[src/rtl/xcvr_pkg.sv]
package xcvr_pkg;

    parameter int unsigned XCVR_W = 18;

    // Per-path control bundle as seen at the block edge
    typedef struct packed {
        logic oe_raw;   // enable in the path's own polarity
        logic le;       // 1 = transparent
        logic pclk;     // path clock level
    } lane_ctl_t;

    // Fall of the path clock between two system-clock samples
    function automatic logic is_fall(input logic prev_lvl, input logic cur_lvl);
        return prev_lvl & ~cur_lvl;
    endfunction

endpackage

[src/rtl/xcvr_fall_det.sv]
module xcvr_fall_det (
    input  logic clk,
    input  logic rst,
    input  logic lvl,
    output logic fall
);
    import xcvr_pkg::*;

    logic prev_q;

    always_ff @(posedge clk) begin
        if (rst) prev_q <= 1'b0;
        else     prev_q <= lvl;
    end

    assign fall = is_fall(prev_q, lvl);
endmodule

[src/rtl/xcvr_store.sv]
module xcvr_store #(
    parameter int unsigned W = xcvr_pkg::XCVR_W
) (
    input  logic         clk,
    input  logic         rst,
    input  logic         le,
    input  logic         fall,
    input  logic [W-1:0] din,
    output logic [W-1:0] dout
);
    logic [W-1:0] word_q;
    logic         load;

    // Transparent phase tracks the input so closing keeps the last word
    assign load = le | fall;

    always_ff @(posedge clk) begin
        if (rst)       word_q <= '0;
        else if (load) word_q <= din;
    end

    assign dout = le ? din : word_q;
endmodule

[src/rtl/xcvr_lane.sv]
module xcvr_lane #(
    parameter int unsigned W      = xcvr_pkg::XCVR_W,
    parameter bit          OE_LOW = 1'b0
) (
    input  logic                clk,
    input  logic                rst,
    input  xcvr_pkg::lane_ctl_t ctl,
    input  logic [W-1:0]        din,
    output logic [W-1:0]        dout,
    output logic                drive
);
    logic fall;

    xcvr_fall_det u_fall (
        .clk  (clk),
        .rst  (rst),
        .lvl  (ctl.pclk),
        .fall (fall)
    );

    xcvr_store #(.W(W)) u_store (
        .clk  (clk),
        .rst  (rst),
        .le   (ctl.le),
        .fall (fall),
        .din  (din),
        .dout (dout)
    );

    generate
        if (OE_LOW) begin : g_oe_low
            assign drive = ~ctl.oe_raw;
        end else begin : g_oe_high
            assign drive = ctl.oe_raw;
        end
    endgenerate
endmodule

[src/rtl/xcvr_bidir.sv]
module xcvr_bidir #(
    parameter int unsigned W = xcvr_pkg::XCVR_W
) (
    input  logic         clk,
    input  logic         rst,
    input  logic [W-1:0] a_in,
    input  logic [W-1:0] b_in,
    input  logic         ab_oe,
    input  logic         ab_le,
    input  logic         ab_clk,
    input  logic         ba_oe_n,
    input  logic         ba_le,
    input  logic         ba_clk,
    output logic [W-1:0] b_out,
    output logic         b_drive,
    output logic [W-1:0] a_out,
    output logic         a_drive
);
    import xcvr_pkg::*;

    lane_ctl_t ctl_ab, ctl_ba;

    assign ctl_ab = '{oe_raw: ab_oe,   le: ab_le, pclk: ab_clk};
    assign ctl_ba = '{oe_raw: ba_oe_n, le: ba_le, pclk: ba_clk};

    xcvr_lane #(.W(W), .OE_LOW(1'b0)) u_ab (
        .clk   (clk),
        .rst   (rst),
        .ctl   (ctl_ab),
        .din   (a_in),
        .dout  (b_out),
        .drive (b_drive)
    );

    xcvr_lane #(.W(W), .OE_LOW(1'b1)) u_ba (
        .clk   (clk),
        .rst   (rst),
        .ctl   (ctl_ba),
        .din   (b_in),
        .dout  (a_out),
        .drive (a_drive)
    );
endmodule

[config.mk]
export PLATFORM = sky130hd
export DESIGN_NAME = xcvr_bidir
export DESIGN_NICKNAME = d
export VERILOG_FILES = /design/src/rtl/xcvr_pkg.sv /design/src/rtl/xcvr_fall_det.sv /design/src/rtl/xcvr_store.sv /design/src/rtl/xcvr_lane.sv /design/src/rtl/xcvr_bidir.sv
export SDC_FILE = /design/constraint.sdc
export NUM_CORES = 1
export LEC_CHECK = 0
export ABC_AREA = 1
export BUFFER_PORTS_ARGS = -buffer_cell sky130_fd_sc_hd__buf_2
export CELL_PAD_IN_SITES_DETAIL_PLACEMENT = 1
export CELL_PAD_IN_SITES_GLOBAL_PLACEMENT = 2
export CORE_ASPECT_RATIO = 2
export CORE_UTILIZATION = 24
export DETAILED_ROUTE_END_ITERATION = 6
export GPL_TIMING_DRIVEN = 0
export PLACE_DENSITY_LB_ADDON = 0.08
export SLEW_MARGIN = 0
export SYNTH_ARGS = -nofsm -noshare
export SYNTH_HDL_FRONTEND = slang
export SYNTH_SLANG_ARGS = --single-unit
[constraint.sdc]
create_clock -name clk -period 1.1 [get_ports clk]
set_clock_uncertainty 0.15 [all_clocks]
set_input_delay 0.11 -clock clk [delete_from_list [all_inputs] [get_ports clk]]
set_output_delay 0.11 -clock clk [all_outputs]
set_load 0.02 [all_outputs]
==> flow_summary.ini <==
[synth]
synthCells = 321
synth_seq_cells = 38
synth_nets = 365
avgSynthCellArea_um2 = 6.24
netlist_area_um2 = 2000
yosys_warnings = 0
ys_types = 16
synth_seq_area_share = 0.380

[route]
ant_nets = 0
remaining_drc_errors = 0
avgViaCountPerCell = 4.52
num_vias = 2513
wl_per_cell_um = 13.0
first_pass_iters = 4
wirelength_mm = 7.23
drtIter0Drc = 59

[critical_path]
cp-end-kind = output pin
path_buf_inv = 2
start_kind = flip-flop
path_cells = inv_2, o21ai_1, buf_4
crit_fanout = 2
critPathSlowestCell = dfxtp_2
path_delay_family = flip-flops
cpPeakStageDelay_ns = 0.32
r2r_start = u_ba.u_fall.prev_q
cp.required_ns = 0.84
critPathKind = reg -> out
arrival_ns = 0.91
startpoint = u_ba.u_store.word_q[4]

[final_layout]
drive_above_1_share = 0.500
final_common_cell = nand2_1
fin_area_um2 = 3560
final_nets = 503
final_cell_mix = nand2_1, nor2_1, buf_2, dlygate4sd3_1, buf_4
diodes = 0
synthToLayoutAreaGrowth_pct = 77.6

[cts]
clkLatencyLatePin_ns = 0.28
clk_pin_slew_worst_paths_ns = 0.06
cts_root_buf = clkbuf_16
h-tree-depth = 2
cts_tree = done
cts_buffers = 5
clockBufferDepth = 2
clock_sinks = 38

[timing]
slew_viol_final = 0
hold_viol = 0
period_needed_ns = 1.17
slew_headroom = 0.775
max_freq_mhz = 853
min_period_over_period = 1.07
setup_viol = 36
setup_ws_ns = -0.0729
setup_tns_ns = -1.99
tightest_slew_ns = 0.337
rsz0062_at_grt = yes

[run_status]
violations = setup timing
status = finished, violations left

[floorplanning]
die_height_um = 131
initial_core_util = 0.251
rows = 46
die-width_um = 66.6
pin_count = 82
core-area_um2 = 8000
die_area_um2 = 8740

[grt]
grt_pass1_vias = 2503
grt_usage = 0.169
grt_pass1_wl_mm = 11.3
antenna_found_initial = 0
grt_max_degree = 19
overflow = 0

[min_path]
hp-class = in -> reg
worstHoldStart = b_in[14]

[placed_design]
io_buffers = 79
dpl.hpwl_mm = 4.92
dpl_cell_area_um2 = 2520
gp_congestion = 0.685
post-place-ws_ns = -0.296

[flow_run]
maxCapViolations = 0

[power]
power.density_nw_per_um2 = 1210
ir_worst_vdd_v = 0.000653
leakagePower_uw = 0.00174
[through the flow]
stage | power, uW | instances | utilization | hold slack [ns]
global placement | 2410 | 496 | 0.315 | 0.162
floorplan | 2100 | 321 | - | 0.0324
finish | 4300 | 556 | 0.445 | 0.0191
CTS | 4190 | 546 | 0.407 | 0.0170
global route | 4520 | 556 | 0.445 | 0.0504
detailed placement | 2430 | 496 | 0.315 | 0.173
[timing repair]
action | CTS | global route
buffers inserted | 6 | 10
pin swaps | 5 | 15
hold buffers | 37 | 0
gates resized for setup | 120 | 94
setup endpoints to repair | 59 | 57
endpoints found under the hold margin | 36 | 0
[area by class of cell]
class / count / area [um^2]
Multi-Input combinational cell: 222 / 1120
Clock buffer: 7 / 143
Fill cell: 1048 / 4440
Sequential cell: 38 / 807
Buffer: 17 / 150
Tap cell: 96 / 120
Clock inverter: 1 / 5.00
Timing Repair Buffer: 132 / 1040
Inverter: 43 / 169
[power by group]
| part | switching (uW) | total [uW] | internal, uW |
|---|---|---|---|
| sequential | 49.0 | 1550 | 1500 |
| combinational | 666 | 1260 | 597 |
| clock | 585 | 1490 | 900 |
| total | 1300 | 4300 | 3000 |
[cells by family after synthesis]
group | count (synthesis) | synth area share
and+or+nand+nor | 185 | 0.380
buffers and inverters | 61 | 0.143
DFF | 38 | 0.380
AOI/OAI and AO/OA | 37 | 0.0980
[worst paths after layout]
path                                                 to  slack (ns)  cells past startpoint
worst min-delay path            u_ba.u_store.word_q[14]        0.02                      5
worst max-delay path                           a_out[4]       -0.07                      3
worst min register to register  u_ba.u_store.word_q[10]        0.32                      2
worst max register to register   u_ba.u_store.word_q[4]        0.03                      6
[worst reg2reg max path, stage by stage (launching register included)]
cell and delay [ns]:
dfxtp_2 0.33, nand2_4 0.06, nand2_4 0.10, inv_4 0.05
buf_12 0.15, nor2_2 0.09, nor2_1 0.04
[routing by layer]
| metal | track usage | vias to the layer above | share of wire |
|---|---|---|---|
| met1 | 0.168 | 1198 | 0.37 |
| met3 | 0.0278 | 6 | 0.035 |
| li1 | - | 1256 | - |
| met5 | 0 | - | 0 |
| met2 | 0.327 | 53 | 0.58 |
| met4 | 0.0603 | 0 | 0.015 |
[Yosys cell counts (all sizes together)]
| cell | count | area (um^2) |
|---|---|---|
| clkinv | 1 | 3.75 |
| a21oi | 1 | 16.3 |
| clkbuf | 3 | 11.3 |
| nor2 | 74 | 303 |
| nand2 | 82 | 313 |
| nand3 | 29 | 145 |
| o21ai | 36 | 180 |
| inv | 42 | 160 |
| buf | 15 | 111 |
| dfxtp | 38 | 761 |
[registers in the layout, summed over array words and instances (netlist names)]
name,cells
u_ab.u_store.word_q,18
u_ba.u_store.word_q,18
u_ab.u_fall.prev_q,1
u_ba.u_fall.prev_q,1
Note: power is estimated with default switching activity, not from simulation.
